===== src/rtl/pt_walk_pkg.sv =====
// Shared types and constants for the page table walker.
// Assumes 32-bit table entries whose low two bits give the entry type.
package pt_walk_pkg;

    typedef enum logic [1:0] {
        ET_INVALID = 2'd0,
        ET_POINTER = 2'd1,
        ET_PAGE    = 2'd2,
        ET_RSVD    = 2'd3
    } entry_kind_e;

    typedef enum logic [1:0] {
        SZ_4K   = 2'd0,
        SZ_256K = 2'd1,
        SZ_16M  = 2'd2
    } page_size_e;

    typedef enum logic [1:0] {
        OUT_DESCEND = 2'd0,
        OUT_FINAL   = 2'd1,
        OUT_FAULT   = 2'd2
    } walk_outcome_e;

    typedef enum logic [1:0] {
        ST_IDLE  = 2'd0,
        ST_READ  = 2'd1,
        ST_WBACK = 2'd2,
        ST_RESP  = 2'd3
    } walk_state_e;

    localparam logic [2:0] FT_INVALID = 3'd1;
    localparam logic [2:0] FT_TRANSL  = 3'd4;
    localparam int REF_BIT = 5;
    localparam int MOD_BIT = 6;

endpackage


===== src/rtl/pt_walk_addr.sv =====
// Table address generator.
// Level 0 gives the context table slot. Levels 1..3 give the slot in the
// child table named by the pointer entry just read. Assumes PA_W > 32.
module pt_walk_addr #(
    parameter int PA_W  = 36,
    parameter int CTX_W = 8
) (
    input  logic [1:0]       level,
    input  logic [31:12]     va_hi,
    input  logic [31:0]      ctx_ptr,
    input  logic [CTX_W-1:0] ctx_num,
    input  logic [31:2]      entry_hi,
    output logic [PA_W-1:0]  addr
);
    localparam int SHIFT = 4;
    localparam int SCALE = 2;

    logic [PA_W-1:0] base;
    logic [7:0]      index;

    // Select the base and the VA index field for the requested level.
    always_comb begin
        base  = PA_W'({entry_hi, 2'b00}) << SHIFT;
        index = '0;
        case (level)
            2'd0: begin
                base  = PA_W'(ctx_ptr) << SHIFT;
                index = 8'(ctx_num);
            end
            2'd1: index = va_hi[31:24];
            2'd2: index = {2'b00, va_hi[23:18]};
            default: index = {2'b00, va_hi[17:12]};
        endcase
    end

    // Word-scaled index added to the table base.
    always_comb addr = base + (PA_W'(index) << SCALE);

endmodule


===== src/rtl/pt_entry_eval.sv =====
// Classifies a fetched entry at a given level and prepares the result of a
// final entry: physical address, size code, updated flags and the need for a
// write-back. Assumes level 0 is the context table.
module pt_entry_eval
    import pt_walk_pkg::*;
#(
    parameter int PA_W = 36
) (
    input  logic [1:0]      level,
    input  logic [31:0]     entry,
    input  logic [23:0]     va_lo,
    input  logic            is_write,
    input  logic            rd_err,
    output walk_outcome_e   outcome,
    output logic [2:0]      ftype,
    output logic [PA_W-1:0] paddr,
    output logic [1:0]      size,
    output logic [31:0]     upd_entry,
    output logic            need_wb
);
    localparam int PG_SH = 12;

    entry_kind_e     kind;
    logic [PA_W-1:0] frame;
    logic [23:0]     offset;

    always_comb kind = entry_kind_e'(entry[1:0]);

    // Decide whether the walk descends, ends on a page, or faults.
    always_comb begin
        outcome = OUT_FAULT;
        ftype   = FT_TRANSL;
        if (!rd_err) begin
            case (kind)
                ET_INVALID: ftype = FT_INVALID;
                ET_POINTER: if (level != 2'd3) outcome = OUT_DESCEND;
                ET_PAGE:    if (level != 2'd0) outcome = OUT_FINAL;
                default:    ftype = FT_TRANSL;
            endcase
        end
    end

    // Page offset and size code from the level where the page was found.
    always_comb begin
        case (level)
            2'd1:    begin offset = va_lo;                   size = SZ_16M;  end
            2'd2:    begin offset = {6'd0, va_lo[17:0]};     size = SZ_256K; end
            default: begin offset = {12'd0, va_lo[11:0]};    size = SZ_4K;   end
        endcase
    end

    // Frame base from the address field, then the translated address.
    always_comb begin
        frame = PA_W'(entry[31:8]) << PG_SH;
        paddr = frame + PA_W'(offset);
    end

    // Referenced / modified update and write-back decision.
    always_comb begin
        need_wb   = !entry[REF_BIT] || (is_write && !entry[MOD_BIT]);
        upd_entry = entry;
        upd_entry[REF_BIT] = 1'b1;
        if (is_write) upd_entry[MOD_BIT] = 1'b1;
    end

endmodule


===== src/rtl/pt_walker.sv =====
// Page table walker top. Accepts one request at a time, walks the context
// table and up to three table levels, optionally writes back updated flags,
// then presents a one-cycle response. Assumes the memory port returns read
// data and error in the cycle mem_ack is high.
module pt_walker
    import pt_walk_pkg::*;
#(
    parameter int PA_W     = 36,
    parameter int CTX_W    = 8,
    parameter int ROM_OFSW = 19
) (
    input  logic             clk,
    input  logic             rst_n,
    input  logic             req_valid,
    output logic             req_ready,
    input  logic [31:0]      req_vaddr,
    input  logic             req_write,
    input  logic             req_fetch,
    input  logic             req_phys,
    input  logic             req_boot,
    input  logic [31:0]      cfg_ctx_ptr,
    input  logic [CTX_W-1:0] cfg_ctx_num,
    input  logic [PA_W-1:0]  cfg_rom_base,
    output logic             mem_req,
    output logic             mem_we,
    output logic [PA_W-1:0]  mem_addr,
    output logic [31:0]      mem_wdata,
    input  logic             mem_ack,
    input  logic [31:0]      mem_rdata,
    input  logic             mem_err,
    output logic             rsp_valid,
    output logic [PA_W-1:0]  rsp_paddr,
    output logic [1:0]       rsp_size,
    output logic [31:0]      rsp_pte,
    output logic             rsp_fault,
    output logic [2:0]       rsp_ftype,
    output logic [1:0]       rsp_level
);
    walk_state_e     state_q;
    logic [1:0]      lvl_q;
    logic [31:0]     va_q;
    logic            wr_q;
    logic [PA_W-1:0] ptr_q;
    logic [31:0]     wdata_q;

    logic [1:0]      gen_level;
    logic [31:0]     gen_va;
    logic [PA_W-1:0] gen_addr;
    logic [PA_W-1:0] phys_addr;

    walk_outcome_e   ev_out;
    logic [2:0]      ev_ftype;
    logic [PA_W-1:0] ev_paddr;
    logic [1:0]      ev_size;
    logic [31:0]     ev_upd;
    logic            ev_wb;

    // Level and address source for the next table address.
    always_comb begin
        gen_level = (state_q == ST_IDLE) ? 2'd0 : 2'(lvl_q + 2'd1);
        gen_va    = (state_q == ST_IDLE) ? req_vaddr : va_q;
    end

    pt_walk_addr #(.PA_W(PA_W), .CTX_W(CTX_W)) u_addr (
        .level    (gen_level),
        .va_hi    (gen_va[31:12]),
        .ctx_ptr  (cfg_ctx_ptr),
        .ctx_num  (cfg_ctx_num),
        .entry_hi (mem_rdata[31:2]),
        .addr     (gen_addr)
    );

    pt_entry_eval #(.PA_W(PA_W)) u_eval (
        .level     (lvl_q),
        .entry     (mem_rdata),
        .va_lo     (va_q[23:0]),
        .is_write  (wr_q),
        .rd_err    (mem_err),
        .outcome   (ev_out),
        .ftype     (ev_ftype),
        .paddr     (ev_paddr),
        .size      (ev_size),
        .upd_entry (ev_upd),
        .need_wb   (ev_wb)
    );

    // Untranslated address, with the boot ROM redirect for fetches.
    always_comb begin
        if (req_fetch && req_boot)
            phys_addr = cfg_rom_base | PA_W'(req_vaddr[ROM_OFSW-1:0]);
        else
            phys_addr = PA_W'(req_vaddr);
    end

    // Walk sequencer and response registers.
    always_ff @(posedge clk) begin
        if (!rst_n) begin
            state_q   <= ST_IDLE;
            lvl_q     <= '0;
            va_q      <= '0;
            wr_q      <= 1'b0;
            ptr_q     <= '0;
            wdata_q   <= '0;
            rsp_paddr <= '0;
            rsp_size  <= '0;
            rsp_pte   <= '0;
            rsp_fault <= 1'b0;
            rsp_ftype <= '0;
            rsp_level <= '0;
        end else begin
            case (state_q)
                ST_IDLE: if (req_valid) begin
                    va_q <= req_vaddr;
                    wr_q <= req_write;
                    lvl_q <= 2'd0;
                    if (req_phys) begin
                        rsp_paddr <= phys_addr;
                        rsp_size  <= SZ_4K;
                        rsp_pte   <= '0;
                        rsp_fault <= 1'b0;
                        rsp_ftype <= '0;
                        rsp_level <= 2'd0;
                        state_q   <= ST_RESP;
                    end else begin
                        ptr_q   <= gen_addr;
                        state_q <= ST_READ;
                    end
                end
                ST_READ: if (mem_ack) begin
                    case (ev_out)
                        OUT_DESCEND: begin
                            ptr_q <= gen_addr;
                            lvl_q <= gen_level;
                        end
                        OUT_FINAL: begin
                            rsp_paddr <= ev_paddr;
                            rsp_size  <= ev_size;
                            rsp_pte   <= ev_upd;
                            rsp_fault <= 1'b0;
                            rsp_ftype <= '0;
                            rsp_level <= lvl_q;
                            wdata_q   <= ev_upd;
                            state_q   <= ev_wb ? ST_WBACK : ST_RESP;
                        end
                        default: begin
                            rsp_paddr <= '0;
                            rsp_size  <= SZ_4K;
                            rsp_pte   <= mem_rdata;
                            rsp_fault <= 1'b1;
                            rsp_ftype <= ev_ftype;
                            rsp_level <= lvl_q;
                            state_q   <= ST_RESP;
                        end
                    endcase
                end
                ST_WBACK: if (mem_ack) state_q <= ST_RESP;
                default:  state_q <= ST_IDLE;
            endcase
        end
    end

    // Port views of the sequencer state.
    always_comb begin
        req_ready = (state_q == ST_IDLE);
        mem_req   = (state_q == ST_READ) || (state_q == ST_WBACK);
        mem_we    = (state_q == ST_WBACK);
        mem_addr  = ptr_q;
        mem_wdata = wdata_q;
        rsp_valid = (state_q == ST_RESP);
    end

    AST_MEM_HOLD: assert property (@(posedge clk) disable iff (!rst_n)
        mem_req && !mem_ack |=> mem_req && $stable(mem_addr) && $stable(mem_we) && $stable(mem_wdata));
    AST_WB_SAME_ADDR: assert property (@(posedge clk) disable iff (!rst_n)
        $rose(mem_we) |-> mem_addr == $past(mem_addr));
    AST_WB_REF_SET: assert property (@(posedge clk) disable iff (!rst_n)
        mem_req && mem_we |-> mem_wdata[REF_BIT]);
    AST_IDLE_NO_MEM: assert property (@(posedge clk) disable iff (!rst_n)
        req_ready |-> !mem_req);
    AST_BUSY_AFTER_ACCEPT: assert property (@(posedge clk) disable iff (!rst_n)
        req_valid && req_ready |=> !req_ready);
    AST_RSP_PULSE: assert property (@(posedge clk) disable iff (!rst_n)
        rsp_valid |=> !rsp_valid && req_ready);
    AST_FAULT_CODE: assert property (@(posedge clk) disable iff (!rst_n)
        rsp_valid && rsp_fault |-> rsp_ftype == FT_INVALID || rsp_ftype == FT_TRANSL);

endmodule


===== config.mk =====
export PLATFORM = sky130hd
export DESIGN_NAME = pt_walker
export DESIGN_NICKNAME = d
export VERILOG_FILES = /design/src/rtl/pt_walk_pkg.sv /design/src/rtl/pt_walk_addr.sv /design/src/rtl/pt_entry_eval.sv /design/src/rtl/pt_walker.sv
export SDC_FILE = /design/constraint.sdc
export NUM_CORES = 1
export LEC_CHECK = 0
export ABC_AREA = 1
export BUFFER_PORTS_ARGS = -buffer_cell sky130_fd_sc_hd__buf_2
export CORE_MARGIN = 1.5
export CORE_UTILIZATION = 55
export CTS_BUF_LIST = sky130_fd_sc_hd__clkbuf_16
export DETAILED_ROUTE_END_ITERATION = 6
export PLACE_DENSITY = 0.82
export SYNTH_ARGS = -nofsm -noshare
export SYNTH_HDL_FRONTEND = slang
export SYNTH_HIERARCHICAL = 1
export SYNTH_SLANG_ARGS = --single-unit

===== constraint.sdc =====
create_clock -name clk -period 5.5 [get_ports clk]
set_clock_uncertainty 0.1 [all_clocks]
set_input_delay 1.1 -clock clk [delete_from_list [all_inputs] [get_ports clk]]
set_output_delay 1.1 -clock clk [all_outputs]
set_load 0.005 [all_outputs]

==> metrics.md <==
| Metric | Value |
|---|---|
| Status | finished clean |
| Ys Warns | 6 |
| Min-Delay Path Depth | 2 |
| Fraction of layout cells with a size suffix above 1 | 17.96% |
| Die Wd | 150.9 um |
| RSZ-0062 raised after global routing | false |
| Final Wtd Congestion | 0.9770 |
| Layout area overhead | 14.29% |
| 1st-iter DRT viols | roughly 1000 |
| Sequential area share after synthesis | 30.11% |
| Initial antenna violation count | 0 |
| Setup violators final | 0 |
| Area of the mapped netlist | 12030 um^2 |
| Startpoint types | flop |
| CTS Sinks | 181 |
| Total CTS buffers | 17 |
| Leak Pwr | roughly 0.007 uW |
| Number of unique standard cell types used by synthesis | 37 |
| Die ar. | roughly 23000 um^2 |
| Vias | 12858 |
| N_diodes | 0 |
| Skew-Pair Late Insertion Delay | 450 ps |
| Post-CTS Setup Inserts | 0 |
| Final instance area | 13750 um^2 |
| Total placed instance area | approximately 13000 um^2 |
| Vias per cell | approximately 5.1 |
| Final ANT Viol Nets | 0 |
| Headroom to the max-slew limit | 25.87% |
| Crit path buf inv count | 2 |
| VDD IR max | 0.2769 mV |
| Critical Path Start | state_q[0] |
| Grt total ovfl | 0 |
| Vias in the first global route | 11814 |
| Pwr Density | 425.4 nW/um^2 |
| Fin Setup TNS | 0 ps |
| Multi-input gate area | 6804 um^2 |
| Synthesized area per cell | 5.942 um^2 |
| Maximum clock insertion buffer count | 2 |
| Crit path top cell by count | nor2_1 |
| Crit. End Element | flop |
| Reg2Reg Setup Slack | 1120 ps |
| Ranking of synthesized cells by area | dfxtp_1 (30%), nand2_1 (21%), nor2_1 (11%) |
| Critical path cell sequence | inv_1 > ha_1 > nor2_1 > inv_1 > nand2_2 > nor2_1 > ha_1 > fa_1 > nand2_1 > a21oi_1 > a21oi_1 > nor2_1 > nand2_1 > xor2_1 > o21ai_0 > nor2_1 |
| First-pass GRT wire length | 58.91 mm |
| Worst path required time | 5780 ps |
| Cells after Synth | about 2000 |
| Core Region | around 21000 um^2 |
| Min Clock Period, post-route | between 4000 and 5000 ps |
| Delay-heaviest family, CP | simple AND/OR/NAND/NOR gates |
| Reg-to-Reg End | mem_addr[20] |
| Register area | between 3000 and 4000 um^2 |
| FMAX | about 230 MHz |
| Yosys top cell by area | dfxtp_1 |
| Ports | 297 |
| CTS resizes | 0 |
| Flops & latches, synth | 181 |
| HPWL Detailed | 28.29 mm |
| Total track usage | 33.03% |
| CTS H-tree lvls | 4 |
| Row count | between 50 and 60 |
| Yosys top cell area share | 30.11% |
| Worst Hold Launch | va_q[27] |
| Final Max Slew Viols | 0 |
| Final Cycle Share | between 70% and 80% |
| Arrival time worst endpoint | approximately 4700 ps |
| Wirelength per Cell | 15.16 um |
| Util after Layout | about two thirds |
| CTS tree | yes |
| Worst path max stage delay | 510 ps |
| Hold Crit Class | reg2reg |
| Worst-path clk slew | 90 ps |
| Worst Path Max Fanout | 29 |
| DRT Pass-1 Iters | 6 |
| Root buf cell | clkbuf_16 |
| Number of remaining DRC errors | 0 |
| Initial core utilization | between 50% and 60% |
| Port Buf Inserts | 296 |
| Worst flop-to-flop path startpoint | state_q[0] |
| WS Path Type | reg2reg |
| CTS hold repair buffers | 0 |
| Reg2reg path depth | 16 |
| FILL cells | 2081 |
| Max Cap Violations | 0 |
| Final #Nets | ~2400 |
| Slew @ Worst Pin | 1105 ps |
| Final Hold Viols | 0 |
| Final wirelength | 37.92 mm |
| Hold Path End | va_q[27] |
| Die Y | about 150 um |
| Pin count of the biggest net entering global routing | approximately 100 |
| Critical path's slowest cell | nor2_1 |
[how the worst max path moves through the flow]
stage | slack [ps] | end | cells after the start
floorplan | 1410 | mem_addr[16] | 22
global placement | 1420 | mem_addr[16] | 17
detailed placement | 1250 | mem_addr[24] | 18
CTS | 1220 | mem_addr[24] | 18
global route | 840 | mem_addr[24] | 18
finish | 1120 | mem_addr[20] | 16
[metal layers]
| metal | global-route usage [%] | routed length [um] |
|---|---|---|
| met5 | 0 | 0 |
| met4 | 11.70 | 1043 |
| met3 | 5.241 | 2886 |
| met2 | 56.26 | 17810 |
| met1 | 42.18 | 16190 |
[through the flow]
step,power [uW],hold slack [ps],cells,worst slack [ps]
floorplan,3822,324.4,2026,1405
global placement,4461,334.2,2470,1416
detailed placement,4519,338.8,2470,1252
CTS,5844,350.2,2502,1224
global route,6303,369.4,2502,838.9
finish,5850,352.2,2502,1120
[tightest hold or removal path, delay by kind of cell (launching register included)]
kind,cells,cell delay [ps]
AO/OA/AOI/OAI,1,50
buffers and inverters,1,50
flip-flops,1,300
[cell type report]
type                    count  share of cell area [%]
multi-input cells        1498                   49.48
inverters                 211                   5.777
repair buffers            305                   11.28
clock buffers              17                   3.093
well taps                 275                   2.502
flip-flops and latches    181                   26.35
clock inverters            15                   1.519
[registers in the layout, indices dropped and copies added, names as in the netlist]
| name | flops |
|---|---|
| state_q | 2 |
| wr_q | 1 |
| rsp_fault | 1 |
| lvl_q | 2 |
| rsp_level | 2 |
| va_q | 32 |
| rsp_size | 2 |
| rsp_paddr | 36 |
| rsp_pte | 32 |
| mem_addr | 36 |
| mem_wdata | 32 |
| rsp_ftype | 3 |
[cells by family (layout without fill, tap and decap cells)]
kind of cell / count (synthesis) / count (layout) / synth area share [%]
and+or+nand+nor: 1157 / 1157 / 38.66
xor gates and xnor gates: 26 / 26 / 1.892
AOI/OAI and AO/OA: 276 / 276 / 11.96
other: 3 / 4 / 0.09358
adders and majority gates: 35 / 35 / 3.764
DFF: 181 / 181 / 30.11
buffers and inverters: 347 / 548 / 13.52
[synth_stat cells, drive strengths merged]
library cell	instances
nand2	677
nor2	375
inv	209
o21ai	189
dfxtp	181
buf	90
a21oi	83
nand3	70
clkbuf	46
ha	33
xor2	23
nand4	12
nor3	9
and2	6
nand3b	6
conb	3
xnor2	3
a22o	2
clkinv	2
fa	2
or2	2
a21boi	1
a21o	1
[power breakdown]
group / internal, uW / switching [uW] / total, uW / leakage, uW
Clock: 636 / 682 / 1320 / 0.000304
Combinational: 913 / 1800 / 2710 / 0.00534
Sequential: 1650 / 174 / 1820 / 0.00148
Total: 3200 / 2650 / 5850 / 0.00713
[placed cells by master (no fill, tap or decap), types with 2 or more instances in the layout]
| cell | instances |
|---|---|
| nor2_4 | 6 |
| a21oi_1 | 82 |
| inv_6 | 3 |
| xnor2_1 | 3 |
| o21ai_0 | 173 |
| nand3b_1 | 6 |
| clkinv_1 | 2 |
| a22o_1 | 2 |
| nor3_1 | 6 |
| clkinv_8 | 5 |
| or2_2 | 2 |
| inv_1 | 204 |
| inv_2 | 4 |
| inv_12 | 5 |
| dfxtp_1 | 181 |
| conb_1 | 4 |
| buf_2 | 295 |
| buf_4 | 10 |
| xor2_1 | 23 |
| ha_1 | 32 |
| and2_1 | 6 |
| nor3_2 | 3 |
| o21ai_1 | 5 |
| nand4_1 | 12 |
| nand3_1 | 69 |
| nor2_1 | 352 |
| clkbuf_16 | 17 |
| nand2_2 | 15 |
| fa_1 | 2 |
| nand2_1 | 661 |
| o21ai_2 | 11 |
| nor2_2 | 17 |
Note: power is estimated with default switching activity, not from simulation.
